<file path="src/rtl/tpd_pkg.sv">
package tpd_pkg;

  // Strobes from control to datapath
  typedef struct packed {
    logic       sample;   // sampling strobe this cycle
    logic       clear;    // hold all runs and status at zero
    logic       enable;   // a detecting density is selected
    logic [1:0] sel;      // {phaseDensity, readStatus} table index
  } tpdCtrl_t;

  localparam int unsigned NumPat = 3;
  localparam int unsigned NumSel = 4;

  function automatic int unsigned maxOf(input int unsigned a, input int unsigned b);
    return (a > b) ? a : b;
  endfunction

  function automatic int unsigned bitsFor(input int unsigned v);
    return (v < 2) ? 1 : $clog2(v + 1);
  endfunction

endpackage

</file>
<file path="src/rtl/tpd_ctrl.sv">
module tpd_ctrl
  import tpd_pkg::*;
(
  input  logic     cellStrobe,
  input  logic     densHigh,
  input  logic     densLow,
  input  logic     writeMode,
  input  logic     readOk,
  output tpdCtrl_t ctrlOut
);

  logic phaseSel;
  logic readSel;

  always_comb begin
    // high density wins when both selects are set
    phaseSel       = !densHigh;
    readSel        = !writeMode;
    ctrlOut.sample = cellStrobe;
    ctrlOut.clear  = !readOk;
    ctrlOut.enable = densHigh || densLow;
    ctrlOut.sel    = {phaseSel, readSel};
  end

endmodule

</file>
<file path="src/rtl/tpd_run_tracker.sv">
module tpd_run_tracker
  import tpd_pkg::*;
#(
  parameter int unsigned CntW = 10,
  parameter logic [NumSel-1:0][CntW-1:0] Thr = '0
) (
  input  logic     clk,
  input  logic     rstN,
  input  tpdCtrl_t ctrl,
  input  logic     present,
  output logic     status
);

  localparam logic [CntW-1:0] RunMax = '1;

  logic [CntW-1:0] runQ;
  logic [CntW:0]   runInc;
  logic [CntW-1:0] thrSel;
  logic            reach;
  logic            statusQ;

  always_comb begin
    runInc = {1'b0, runQ} + 1'b1;
    thrSel = Thr[ctrl.sel];
    reach  = runInc >= {1'b0, thrSel};
  end

  always_ff @(posedge clk or negedge rstN) begin
    if (!rstN) begin
      runQ    <= '0;
      statusQ <= 1'b0;
    end else if (ctrl.clear) begin
      runQ    <= '0;
      statusQ <= 1'b0;
    end else if (ctrl.sample) begin
      if (present && ctrl.enable) begin
        if (runQ != RunMax) runQ <= runQ + 1'b1;
        if (reach) statusQ <= 1'b1;
      end else begin
        runQ <= '0;
      end
    end
  end

  assign status = statusQ;


  clear_empties_chk: assert property (@(posedge clk) disable iff (!rstN)
    ctrl.clear |=> (!statusQ && runQ == '0));


  sticky_hold_chk: assert property (@(posedge clk) disable iff (!rstN)
    (statusQ && !ctrl.clear) |=> statusQ);


  rise_cause_chk: assert property (@(posedge clk) disable iff (!rstN)
    $rose(statusQ) |-> $past(ctrl.sample && ctrl.enable && present && !ctrl.clear));


  idle_hold_chk: assert property (@(posedge clk) disable iff (!rstN)
    (!ctrl.clear && !ctrl.sample) |=> ($stable(runQ) && $stable(statusQ)));


  no_wrap_chk: assert property (@(posedge clk) disable iff (!rstN)
    (runQ == RunMax && !ctrl.clear && ctrl.sample && present && ctrl.enable)
      |=> runQ == RunMax);

endmodule

</file>
<file path="src/rtl/tpd_datapath.sv">
module tpd_datapath
  import tpd_pkg::*;
#(
  parameter int unsigned CntW = 10,
  parameter logic [NumPat-1:0][NumSel-1:0][CntW-1:0] ThrTable = '0
) (
  input  logic              clk,
  input  logic              rstN,
  input  tpdCtrl_t          ctrl,
  input  logic [NumPat-1:0] patIn,
  output logic [NumPat-1:0] statusOut
);

  for (genvar g = 0; g < NumPat; g++) begin : gTrack
    tpd_run_tracker #(
      .CntW(CntW),
      .Thr (ThrTable[g])
    ) track_i (
      .clk    (clk),
      .rstN   (rstN),
      .ctrl   (ctrl),
      .present(patIn[g]),
      .status (statusOut[g])
    );
  end

endmodule

</file>
<file path="src/rtl/tpd_detector.sv">
module tpd_detector
  import tpd_pkg::*;
#(
  // thresholds in half-cell strobes
  parameter int unsigned NoiseW6250 = 92,
  parameter int unsigned NoiseR6250 = 44,
  parameter int unsigned NoiseW1600 = 46,
  parameter int unsigned NoiseR1600 = 22,
  parameter int unsigned BlockW6250 = 50,
  parameter int unsigned BlockR6250 = 50,
  parameter int unsigned BlockW1600 = 25,
  parameter int unsigned BlockR1600 = 25,
  parameter int unsigned MarkW6250  = 608,
  parameter int unsigned MarkR6250  = 84,
  parameter int unsigned MarkW1600  = 168,
  parameter int unsigned MarkR1600  = 42
) (
  input  logic clk,
  input  logic rstN,
  input  logic cellStrobe,
  input  logic noisePat,
  input  logic blockPat,
  input  logic markPat,
  input  logic densHigh,
  input  logic densLow,
  input  logic writeMode,
  input  logic readOk,
  output logic noiseBlock,
  output logic blockSeen,
  output logic markSeen
);

  localparam int unsigned MaxNoise = maxOf(maxOf(NoiseW6250, NoiseR6250), maxOf(NoiseW1600, NoiseR1600));
  localparam int unsigned MaxBlock = maxOf(maxOf(BlockW6250, BlockR6250), maxOf(BlockW1600, BlockR1600));
  localparam int unsigned MaxMark  = maxOf(maxOf(MarkW6250, MarkR6250), maxOf(MarkW1600, MarkR1600));
  localparam int unsigned MaxThr   = maxOf(maxOf(MaxNoise, MaxBlock), MaxMark);
  localparam int unsigned CntW     = bitsFor(MaxThr);

  localparam logic [NumSel-1:0][CntW-1:0] NoiseThr =
    {CntW'(NoiseR1600), CntW'(NoiseW1600), CntW'(NoiseR6250), CntW'(NoiseW6250)};
  localparam logic [NumSel-1:0][CntW-1:0] BlockThr =
    {CntW'(BlockR1600), CntW'(BlockW1600), CntW'(BlockR6250), CntW'(BlockW6250)};
  localparam logic [NumSel-1:0][CntW-1:0] MarkThr =
    {CntW'(MarkR1600), CntW'(MarkW1600), CntW'(MarkR6250), CntW'(MarkW6250)};
  localparam logic [NumPat-1:0][NumSel-1:0][CntW-1:0] ThrTable = {MarkThr, BlockThr, NoiseThr};

  tpdCtrl_t          ctrl;
  logic [NumPat-1:0] statusVec;

  tpd_ctrl ctrl_i (
    .cellStrobe(cellStrobe),
    .densHigh  (densHigh),
    .densLow   (densLow),
    .writeMode (writeMode),
    .readOk    (readOk),
    .ctrlOut   (ctrl)
  );

  tpd_datapath #(
    .CntW    (CntW),
    .ThrTable(ThrTable)
  ) dp_i (
    .clk      (clk),
    .rstN     (rstN),
    .ctrl     (ctrl),
    .patIn    ({markPat, blockPat, noisePat}),
    .statusOut(statusVec)
  );

  assign noiseBlock = statusVec[0];
  assign blockSeen  = statusVec[1];
  assign markSeen   = statusVec[2];


  reset_quiet_chk: assert property (@(posedge clk)
    !rstN |=> (!noiseBlock && !blockSeen && !markSeen));


  low_density_chk: assert property (@(posedge clk) disable iff (!rstN)
    (!densHigh && !densLow && !$past(densHigh) && !$past(densLow)
      && !$past(noiseBlock) && !$past(blockSeen) && !$past(markSeen))
      |-> (!noiseBlock && !blockSeen && !markSeen));

endmodule

</file>
<file path="config.mk">
export PLATFORM = sky130hd
export DESIGN_NAME = tpd_detector
export DESIGN_NICKNAME = d
export VERILOG_FILES = /design/src/rtl/tpd_pkg.sv /design/src/rtl/tpd_ctrl.sv /design/src/rtl/tpd_run_tracker.sv /design/src/rtl/tpd_datapath.sv /design/src/rtl/tpd_detector.sv
export SDC_FILE = /design/constraint.sdc
export NUM_CORES = 1
export LEC_CHECK = 0
export ABC_AREA = 1
export BUFFER_PORTS_ARGS = -buffer_cell sky130_fd_sc_hd__buf_2
export CAP_MARGIN = 0
export CORE_MARGIN = 2
export CORE_UTILIZATION = 40
export DETAILED_ROUTE_END_ITERATION = 7
export MAX_ROUTING_LAYER = met4
export REMOVE_ABC_BUFFERS = 1
export SLEW_MARGIN = 20
export SYNTH_ARGS = -nofsm -noshare
export SYNTH_HDL_FRONTEND = slang
export SYNTH_SLANG_ARGS = --single-unit
</file>
<file path="constraint.sdc">
create_clock -name clk -period 3.5 [get_ports clk]
set_input_delay 0.35 -clock clk [delete_from_list [all_inputs] [get_ports clk]]
set_output_delay 0.35 -clock clk [all_outputs]
set_load 0.02 [all_outputs]
</file>
==> results.sh <==
export IMPL_outcome="completed"
export IMPL_dieArea_sq_mm=0.006777
export IMPL_async_reset_ff_share_pct=100.0
export IMPL_track_usage_pct=17.41
export IMPL_grt_max_degree=34
export IMPL_syn_area_per_cell_sq_um=7.716
export IMPL_cp_data_arrival_time_ns=2.49
export IMPL_critPathBufInv=1
export IMPL_p_seq_share_pct=51.3
export IMPL_wl_um=5092
export IMPL_post_route_min_period_ns=2.310
export IMPL_instances_no_fill=411
export IMPL_gp_congestion=0.8079
export IMPL_avgRoutedWirePerCell_um=12.39
export IMPL_synth_edf_count=0
export IMPL_cts_buffers=5
export IMPL_worstPathRequired_ns=3.67
export IMPL_cts_setup_buffers=0
export IMPL_switchingPower_mw=0.2095
export IMPL_cp_end_kind="flop"
export IMPL_grt_antenna_before_repair=0
export IMPL_hold_buffers=0
export IMPL_vias=1983
export IMPL_drtIter0Drc=94
export IMPL_num_rows=28
export IMPL_avgViaCountPerCell=4.825
export IMPL_ys_seq_area_share_pct=33.66
export IMPL_area_growth_pct=8.720
export IMPL_power_frac_clock_pct=37.7
export IMPL_pwr_share_comb_pct=10.9
export IMPL_vdd_drop_max_mv=0.1515
export IMPL_grt_overflow=0
export IMPL_worst_r2r_setup_slack_ns=1.19
export IMPL_crit_family="simple AND/OR/NAND/NOR gates"
export IMPL_die_h_um=82.32
export IMPL_cts_clk_slew_worst_paths_ns=0.07
export IMPL_grt_pass1_vias=1935
export IMPL_cts_resized=0
export IMPL_drive_gt1_share_pct=14.29
export IMPL_fin_area_sq_mm=0.002668
export IMPL_synth_cell_types=31
export IMPL_antenna_left=0
export IMPL_max_clock_freq_mhz=432.9
export IMPL_worst_pin_slew_ns=0.7580
export IMPL_firstDrtPassIters=4
export IMPL_rsz0062_at_grt="false"
export IMPL_slowest_stage="dfrtp_1"
export IMPL_dp_cells=403
export IMPL_critPathMaxFanout=5
export IMPL_design_core_area_sq_mm=0.005921
export IMPL_power_total_mw=0.7582
export IMPL_ys_seq_elements=33
export IMPL_grt_pass1_wl_um=8742
export IMPL_p_leak_nw=1.396
export IMPL_fin_crit_sh_pct=66.01
export IMPL_ys_flop_type="dfrtp_1"
export IMPL_crit_chain="ha_1 > nand3_1 > nor2_2 > xor2_1 > inv_1 > ha_1 > a21oi_1 > o21a_1 > nand3_1 > nor2_1 > nand2_1 > a21oi_1 > nor2_1"
export IMPL_fillerInstances=584
export IMPL_synth_area_sq_mm=0.002454
export IMPL_slew_violations=0
export IMPL_cp_start_kind="flop"
export IMPL_nets=371
export IMPL_clock_tree_buffer_depth=2
export IMPL_placed_area_sq_mm=0.002585
export IMPL_fin_setup_tns_ns=0
export IMPL_cts_htree_levels=2
export IMPL_finalHoldViolations=0
export IMPL_start_util_pct=41.44
export IMPL_layout_cells_most_common="nand2_1"
export IMPL_io_pins=13
export IMPL_internal_power_mw=0.5487
export IMPL_fp_dieW_um=82.32
export IMPL_clock_latency_ns=0.29
export IMPL_fin_skew_ns=0.002159
export IMPL_cts_root_buf="clkbuf_8"
export IMPL_netlist_instances=318
export IMPL_cts_tree="yes"
export IMPL_synth_warnings=0
export IMPL_swShare_pct=27.63
export IMPL_min_path_type="primary input to asynchronous set/reset pin"
export IMPL_hpwl_um=3939
export IMPL_crit_type="flop to flop"
export IMPL_drv_cap=0
export IMPL_power_density_mw_per_mm2=284.2
export IMPL_cp_slowest_stage_delay_ns=0.41
export IMPL_setup_viol=0
export IMPL_clock_sinks=33
export IMPL_io_buffers=12
export IMPL_drc=0
export IMPL_final_cell_mix="71 x nand2_1, 52 x inv_1, 33 x dfrtp_1, 26 x nand3_1, 26 x ha_1"
export IMPL_slew_headroom_pct=49.47
export IMPL_diodes=0
-- Yosys cell counts, types with 3 or more instances --
library cell / instances / area [sq um]
nand2_1: 71 / 266.5
xor2_1: 13 / 113.9
nand3_1: 26 / 130.1
o22ai_1: 11 / 68.82
o21ai_0: 4 / 20.02
ha_1: 26 / 325.3
dfrtp_1: 33 / 825.8
nand2_2: 5 / 31.28
o21ai_1: 12 / 60.06
a21oi_1: 10 / 50.05
nor2_1: 22 / 82.58
inv_1: 52 / 195.2
nand4_1: 3 / 18.77
nor2_2: 4 / 25.02
nor3_2: 3 / 30.03
o22ai_2: 3 / 37.54
-- sequential cells by signal, summed over array words and instances, names as in the netlist --
name                        flops
dp_i.gTrack.track_i.status      3
dp_i.gTrack.track_i.runQ       30
-- cell type report --
class                           count  area [sq um]  area share (%)
Inverter                           56         216.5           8.114
Multi-Input combinational cell    227          1389           52.06
Clock inverter                      2         10.01          0.3752
Clock buffer                        6         72.57           2.720
Tap cell                           75         93.84           3.518
Sequential cell                    33         825.8           30.96
Timing Repair Buffer               12         60.06           2.251
-- worst reg2reg max path, delay by kind of cell (launching register included) --
family	cells	cell delay [ns]
and+or+nand+nor	6	0.59
adders and majority gates	2	0.51
AOI/OAI and AO/OA	3	0.40
DFF	1	0.41
buffers and inverters	1	0.07
xor gates and xnor gates	1	0.21
-- final timing paths --
check,from,cells past startpoint,endpoint
min reg2reg,dp_i.gTrack[0].track_i.status,2,dp_i.gTrack[0].track_i.status
min,rstN,1,dp_i.gTrack[0].track_i.runQ[3]
max,dp_i.gTrack[0].track_i.runQ[0],13,dp_i.gTrack[0].track_i.status
max in group asynchronous,rstN,1,dp_i.gTrack[1].track_i.runQ[9]
min in group clk,readOk,3,dp_i.gTrack[0].track_i.status
max reg2reg,dp_i.gTrack[0].track_i.runQ[0],13,dp_i.gTrack[0].track_i.status
-- power by group through the flow --
stage | Combinational [mW] | Clock [mW] | Sequential (mW)
finish | 0.0830 | 0.286 | 0.389
global route | 0.0972 | 0.311 | 0.390
CTS | 0.0852 | 0.298 | 0.389
detailed placement | 0.0847 | 0 | 0.397
global placement | 0.0830 | 0 | 0.396
floorplan | 0.0529 | 0 | 0.396
-- routing by layer --
layer / global-route usage [%] / vias to the layer above / wire length [um]
met2: 27.82 / 23 / 2372
met1: 21.81 / 890 / 2487
met4: 6.167 / 0 / 105
li1: - / 1061 / -
met5: - / - / 0
met3: 3.696 / 9 / 127
-- logic make-up (layout without fill, tap and decap cells) --
logic type	count (synthesis)	count (layout)	synth area share, %
adder cells (fa/ha/maj)	26	26	13.26
AND/OR/NAND/NOR	140	140	26.06
buffers and inverters	58	76	9.740
XOR/XNOR	13	13	4.641
AO/OA/AOI/OAI	48	48	12.65
flip-flops	33	33	33.66
-- metrics by stage --
stage	hold WS, ns	utilization (%)	worst slack [ns]
floorplan	0.05441	-	1.424
global placement	0.4743	43.66	1.237
detailed placement	0.4847	43.66	1.214
CTS	0.1668	45.05	1.179
global route	0.2068	45.05	0.9838
finish	0.1240	45.05	1.190
Note: power is estimated with default switching activity, not from simulation.
